$ cat src/rtl/ext_irq_pkg.sv
package ext_irq_pkg;

  typedef enum logic [1:0] {
    SNS_LOW  = 2'b00,
    SNS_ANY  = 2'b01,
    SNS_FALL = 2'b10,
    SNS_RISE = 2'b11
  } sense_e;

  localparam logic [1:0] ADDR_CTRL = 2'd0;
  localparam logic [1:0] ADDR_MASK = 2'd1;
  localparam logic [1:0] ADDR_FLAG = 2'd2;

endpackage

$ cat src/rtl/irq_sync_edge.sv
module irq_sync_edge
  import ext_irq_pkg::*;
#(
  parameter int unsigned SYNC_STAGES = 2
) (
  input  logic   clk,
  input  logic   rst,
  input  logic   pin,
  input  logic   det_en,
  input  sense_e mode,
  output logic   level_low,
  output logic   event_hit
);

  logic [SYNC_STAGES-1:0] chain_q;
  logic                   prev_q;
  logic                   cur;
  logic                   raw_hit;

  // synchronizer chain, oldest sample in the top bit
  always_ff @(posedge clk) begin
    if (rst) begin
      chain_q <= '0;
      prev_q  <= 1'b0;
    end else begin
      chain_q <= {chain_q[SYNC_STAGES-2:0], pin};
      prev_q  <= chain_q[SYNC_STAGES-1];
    end
  end

  assign cur = chain_q[SYNC_STAGES-1];

  always_comb begin
    case (mode)
      SNS_ANY:  raw_hit = cur ^ prev_q;
      SNS_FALL: raw_hit = prev_q & ~cur;
      SNS_RISE: raw_hit = ~prev_q & cur;
      default:  raw_hit = 1'b0;
    endcase
  end

  assign event_hit = det_en & raw_hit;
  assign level_low = det_en & ~cur;

endmodule

$ cat src/rtl/irq_regs.sv
module irq_regs
  import ext_irq_pkg::*;
#(
  parameter int unsigned NUM_PINS = 3,
  parameter int unsigned DATA_W   = 8,
  parameter int unsigned ADDR_W   = 2
) (
  input  logic                clk,
  input  logic                rst,
  input  logic                bus_we,
  input  logic [ADDR_W-1:0]   bus_addr,
  input  logic [DATA_W-1:0]   bus_wdata,
  output logic [DATA_W-1:0]   bus_rdata,
  input  logic [NUM_PINS-1:0] ack,
  input  logic [NUM_PINS-1:0] ev,
  output sense_e [NUM_PINS-1:0] mode_o,
  output logic [NUM_PINS-1:0] mask_o,
  output logic [NUM_PINS-1:0] flag_o
);

  localparam int unsigned CTRL_W = 2 * NUM_PINS;

  logic [CTRL_W-1:0]   ctrl_q;
  logic [NUM_PINS-1:0] mask_q;
  logic [NUM_PINS-1:0] flag_q;
  logic [NUM_PINS-1:0] flag_clr;
  logic [DATA_W-1:0]   rd_d;
  logic                wr_ctrl, wr_mask, wr_flag;

  assign wr_ctrl = bus_we && (bus_addr == ADDR_W'(ADDR_CTRL));
  assign wr_mask = bus_we && (bus_addr == ADDR_W'(ADDR_MASK));
  assign wr_flag = bus_we && (bus_addr == ADDR_W'(ADDR_FLAG));

  assign flag_clr = (wr_flag ? bus_wdata[NUM_PINS-1:0] : '0) | ack;

  always_ff @(posedge clk) begin
    if (rst) begin
      ctrl_q <= '0;
      mask_q <= '0;
      flag_q <= '0;
    end else begin
      if (wr_ctrl) ctrl_q <= bus_wdata[CTRL_W-1:0];
      if (wr_mask) mask_q <= bus_wdata[NUM_PINS-1:0];
      // a fresh event outranks any clear in the same cycle
      flag_q <= (flag_q & ~flag_clr) | ev;
    end
  end

  always_comb begin
    rd_d = '0;
    case (bus_addr)
      ADDR_W'(ADDR_CTRL): rd_d[CTRL_W-1:0]   = ctrl_q;
      ADDR_W'(ADDR_MASK): rd_d[NUM_PINS-1:0] = mask_q;
      ADDR_W'(ADDR_FLAG): rd_d[NUM_PINS-1:0] = flag_q;
      default:            rd_d = '0;
    endcase
  end

  always_ff @(posedge clk) begin
    if (rst) bus_rdata <= '0;
    else     bus_rdata <= rd_d;
  end

  for (genvar g = 0; g < NUM_PINS; g++) begin : g_mode
    assign mode_o[g] = sense_e'(ctrl_q[2*g+1:2*g]);

    AST_FLAG_HOLD: assert property (@(posedge clk) disable iff (rst)
      (flag_q[g] && !flag_clr[g]) |=> flag_q[g]);

    AST_EVENT_WINS: assert property (@(posedge clk) disable iff (rst)
      ev[g] |=> flag_q[g]);

    AST_NO_SPONT_FLAG: assert property (@(posedge clk) disable iff (rst)
      (!flag_q[g] && !ev[g]) |=> !flag_q[g]);
  end

  AST_RSV_READ_ZERO: assert property (@(posedge clk) disable iff (rst)
    bus_rdata[DATA_W-1:CTRL_W] == '0);

  assign mask_o = mask_q;
  assign flag_o = flag_q;

endmodule

$ cat src/rtl/ext_irq_sense.sv
module ext_irq_sense
  import ext_irq_pkg::*;
#(
  parameter int unsigned NUM_PINS    = 3,
  parameter int unsigned SYNC_STAGES = 2,
  parameter int unsigned DATA_W      = 8,
  parameter int unsigned ADDR_W      = 2
) (
  input  logic                clk,
  input  logic                rst,
  input  logic                bus_we,
  input  logic [ADDR_W-1:0]   bus_addr,
  input  logic [DATA_W-1:0]   bus_wdata,
  output logic [DATA_W-1:0]   bus_rdata,
  input  logic                glob_en,
  input  logic [NUM_PINS-1:0] pin_in,
  input  logic [NUM_PINS-1:0] irq_ack,
  output logic [NUM_PINS-1:0] irq_req
);

  localparam int unsigned PRIME_LIM = SYNC_STAGES + 1;
  localparam int unsigned PRIME_W   = $clog2(PRIME_LIM + 1);

  logic [PRIME_W-1:0]    prime_q;
  logic                  det_en;
  sense_e [NUM_PINS-1:0] mode_w;
  logic [NUM_PINS-1:0]   mask_w, flag_w, ev_w, lvl_w, req_d;

  // detection waits until the sample pipeline holds real pin values
  always_ff @(posedge clk) begin
    if (rst)                                prime_q <= '0;
    else if (prime_q != PRIME_W'(PRIME_LIM)) prime_q <= prime_q + 1'b1;
  end
  assign det_en = (prime_q == PRIME_W'(PRIME_LIM));

  irq_regs #(
    .NUM_PINS (NUM_PINS),
    .DATA_W   (DATA_W),
    .ADDR_W   (ADDR_W)
  ) u_regs (
    .clk       (clk),
    .rst       (rst),
    .bus_we    (bus_we),
    .bus_addr  (bus_addr),
    .bus_wdata (bus_wdata),
    .bus_rdata (bus_rdata),
    .ack       (irq_ack),
    .ev        (ev_w),
    .mode_o    (mode_w),
    .mask_o    (mask_w),
    .flag_o    (flag_w)
  );

  for (genvar g = 0; g < NUM_PINS; g++) begin : g_pin
    irq_sync_edge #(
      .SYNC_STAGES (SYNC_STAGES)
    ) u_det (
      .clk       (clk),
      .rst       (rst),
      .pin       (pin_in[g]),
      .det_en    (det_en),
      .mode      (mode_w[g]),
      .level_low (lvl_w[g]),
      .event_hit (ev_w[g])
    );

    assign req_d[g] = glob_en & mask_w[g] &
                      ((mode_w[g] == SNS_LOW) ? lvl_w[g] : flag_w[g]);

    AST_MASK_GATES: assert property (@(posedge clk) disable iff (rst)
      !mask_w[g] |=> !irq_req[g]);

    AST_LOW_RELEASE: assert property (@(posedge clk) disable iff (rst)
      (mode_w[g] == SNS_LOW && !lvl_w[g]) |=> !irq_req[g]);

    AST_LOW_NO_EVENT: assert property (@(posedge clk) disable iff (rst)
      (mode_w[g] == SNS_LOW) |-> !ev_w[g]);
  end

  always_ff @(posedge clk) begin
    if (rst) irq_req <= '0;
    else     irq_req <= req_d;
  end

  AST_REQ_GATED: assert property (@(posedge clk) disable iff (rst)
    !glob_en |=> (irq_req == '0));

  AST_PRIME_QUIET: assert property (@(posedge clk) disable iff (rst)
    !det_en |-> (ev_w == '0 && lvl_w == '0));

endmodule

$ cat config.mk
export PLATFORM = sky130hd
export DESIGN_NAME = ext_irq_sense
export DESIGN_NICKNAME = d
export VERILOG_FILES = /design/src/rtl/ext_irq_pkg.sv /design/src/rtl/irq_sync_edge.sv /design/src/rtl/irq_regs.sv /design/src/rtl/ext_irq_sense.sv
export SDC_FILE = /design/constraint.sdc
export NUM_CORES = 1
export LEC_CHECK = 0
export BUFFER_PORTS_ARGS = -buffer_cell sky130_fd_sc_hd__buf_4
export CAP_MARGIN = 25
export CORE_MARGIN = 10
export CORE_UTILIZATION = 45
export CTS_CLUSTER_SIZE = 8
export DETAILED_ROUTE_END_ITERATION = 10
export GPL_TIMING_DRIVEN = 0
export PLACE_DENSITY_LB_ADDON = 0.12
export SLEW_MARGIN = 20
export SYNTH_ARGS = -nofsm -noshare
export SYNTH_HDL_FRONTEND = slang
export SYNTH_SLANG_ARGS = --single-unit
$ cat constraint.sdc
create_clock -name clk -period 1.3 [get_ports clk]
set_clock_uncertainty 0.2 [all_clocks]
set_input_delay 0.065 -clock clk [delete_from_list [all_inputs] [get_ports clk]]
set_output_delay 0.065 -clock clk [all_outputs]
set_load 0.005 [all_outputs]
==> results.json <==
{
  "start_kind": "flop",
  "whs_ps": -105,
  "syn_area_mm2": 0.00135,
  "relSlewSlack_pct": 63.4,
  "firstDrtPassIters": 5,
  "maxCapViolCount": 0,
  "clock_latency_ps": 340,
  "cts_sinks": 32,
  "drc": 0,
  "fin_util_pct": 66.2,
  "avgSynthCellArea_um2": 9.55,
  "power.leakage_nw": 0.781,
  "ant_nets": 0,
  "die_w_um": 74.7,
  "outcome": "complete, but fails checks",
  "core_area_mm2": 0.00281,
  "fp.dieArea_mm2": 0.00558,
  "critical_path_class": "reg2reg",
  "num_rows": 19,
  "worstSetupEndpointType": "flop",
  "synth_seq_cells": 32,
  "die-height_um": 74.7,
  "drv_slew": 0,
  "hold_class": "in2reg",
  "fmax_ghz": 0.808,
  "cts_tree": "built",
  "ys_seq_area_share_pct": 47.6,
  "tightest_slew_ps": 549,
  "grt_pass1_vias": 1089,
  "gr-total-overflow": 0,
  "tns_ps": 0,
  "drive_gt1_share_pct": 27.5,
  "fillers": 247,
  "final-setup-viol-count": 0,
  "grt_setup_unrepaired": "true",
  "power_density_mw_per_mm2": 1040,
  "vias_per_cell": 5.17,
  "period_needed_ps": 1240,
  "ctsHoldBuffers": 15,
  "cts_buffer_depth": 2,
  "vias": 1157,
  "drt_iter0_drc": 60,
  "ir_worst_vdd_mv": 0.665,
  "htreeDepth": 2,
  "placed_area_mm2": 0.00158,
  "initial_utilization_pct": 48.0,
  "grt_use_total_pct": 12.2,
  "syn_to_final_growth_pct": 38.0,
  "port_buffers": 24,
  "dp_hpwl_um": 2160,
  "cts-root-buf": "clkbuf_4",
  "grt_max_degree": 11,
  "routedWlPerCell_um": 14.3,
  "final_min_period_over_clock_period_pct": 95.2,
  "final_hold_viol_count": 12,
  "gp_congestion": 0.822,
  "ys_types": 23,
  "wl_um": 3200,
  "final_nets": 219,
  "worst_ep_arrival_time_ps": 1300,
  "grt_pass1_wl_um": 5020,
  "pin_count": 31,
  "cts.clk_slew.worst_paths_ps": 100,
  "violations": "hold timing",
  "ys_warn_count": 0,
  "antenna_found_initial": 0,
  "cp.required_ps": 1360,
  "crit_fanout": 6,
  "synth_cells": 141,
  "numCtsBuffers": 5,
  "diodes": 0,
  "design_area_mm2": 0.00186
}
[cells in the final DEF (no fill, tap or decap), types with 6 or more instances in the layout]
| master | Yosys | routed |
|---|---|---|
| buf_4 | 2 | 30 |
| dfxtp_1 | 32 | 27 |
| dlygate4sd3_1 | 0 | 15 |
| mux2i_1 | 13 | 13 |
| nand2_1 | 6 | 6 |
| nand3_1 | 6 | 6 |
| nand4b_1 | 6 | 6 |
| nor2_1 | 26 | 25 |
| nor2b_1 | 9 | 8 |
[layout make-up]
cell class	count	area [um2]	area share (%)
multi-input cells	97	676	36.4
flip-flops and latches	32	649	34.9
repair buffers	43	360	19.4
clock buffers	6	51.3	2.76
plain buffers	7	50.0	2.69
well taps	31	38.8	2.09
inverters	6	22.5	1.21
clock inverters	2	10.0	0.539
[through the flow]
step / instances / power (mW) / setup WS [ps] / hold WS (ps)
after floorplan: 142 / 1.20 / 33.8 / -6.82
after global placement: 197 / 1.27 / -133 / 77.6
after detailed placement: 197 / 1.27 / -175 / 86.0
after CTS: 221 / 1.91 / 23.4 / -103
after global routing: 224 / 2.01 / -5.06 / -92.0
final: 224 / 1.92 / 62.7 / -105
[what timing repair did]
item,4_1_cts,5_1_grt
setup buffers,1,3
pin swaps,1,9
gates resized for setup,4,8
gates cloned,0,0
hold endpoints to repair,25,12
setup endpoints to repair,4,3
[cell usage after synthesis]
master     number  share of area [%]
nor2_1         26                7.2
nor2b_1         9                4.2
inv_1           6                1.7
o21ai_0         3                1.1
ha_1            7                6.5
buf_2           1               0.37
buf_1           2               0.56
dfxtp_1        32                 48
nand2_1         6                1.7
nand3_1         6                2.2
nor3_1          1               0.37
buf_6           2                1.7
a2bb2oi_1       3                2.0
nand3b_1        1               0.56
nor3b_4         1                1.4
nand4b_1        6                3.9
mux2i_1        13                9.7
xor2_1          1               0.65
buf_4           2                1.1
conb_1          1               0.28
and2_1          3                1.4
o211ai_1        3                1.7
a21oi_1         6                2.2
[state kept, by name, indices dropped and copies added, names as in the netlist]
register / flops
u_regs.mode_o: 6
prime_q: 2
u_regs.flag_o: 3
u_regs.bus_rdata: 6
irq_req: 3
g_pin.u_det.prev_q: 3
u_regs.mask_o: 3
g_pin.u_det.chain_q: 6
[kinds of logic (layout without fill, tap and decap cells)]
family,Yosys count,count (layout),share of synthesized area (%)
buffers and inverters,13,64,5.39
flip-flops,32,32,47.6
adder cells (fa/ha/maj),7,7,6.51
AND/OR/NAND/NOR,59,59,23.0
XOR/XNOR,1,1,0.651
other,1,2,0.279
AO/OA/AOI/OAI,15,15,6.97
multiplexers,13,13,9.67
[worst paths after layout]
kind / startpoint / to / slack (ps) / cells past startpoint
max: prime_q[0]$_SDFFE_PP0N_ / u_regs.flag_o[1]$_SDFF_PP0_ / 60 / 4
min: bus_addr[0] / u_regs.bus_rdata[1]$_SDFF_PP0_ / -100 / 3
max reg2reg: prime_q[0]$_SDFFE_PP0N_ / u_regs.flag_o[1]$_SDFF_PP0_ / 60 / 4
min reg2reg: g_pin[1].u_det.chain_q[0]$_SDFF_PP0_ / g_pin[1].u_det.chain_q[1]$_SDFF_PP0_ / 250 / 1
[layer usage]
metal / share of wire, % / track usage, % / vias up
met3: 10 / 5.78 / 5
met5: 0 / 0 / -
met4: 1.5 / 5.04 / 0
met2: 49 / 20.2 / 36
met1: 40 / 13.1 / 542
li1: - / - / 574
[report_power, final]
group	switching (mW)	internal, mW
clock	0.341	0.257
combinational	0.116	0.156
sequential	0.0323	1.02
total	0.490	1.43
[worst max-delay path, cell delays in order (launching register included)]
cell,delay (ps)
dfxtp_4,370
ha_4,130
nor2b_4,210
nand2_1,70
o211ai_1,180
Note: power is estimated with default switching activity, not from simulation.
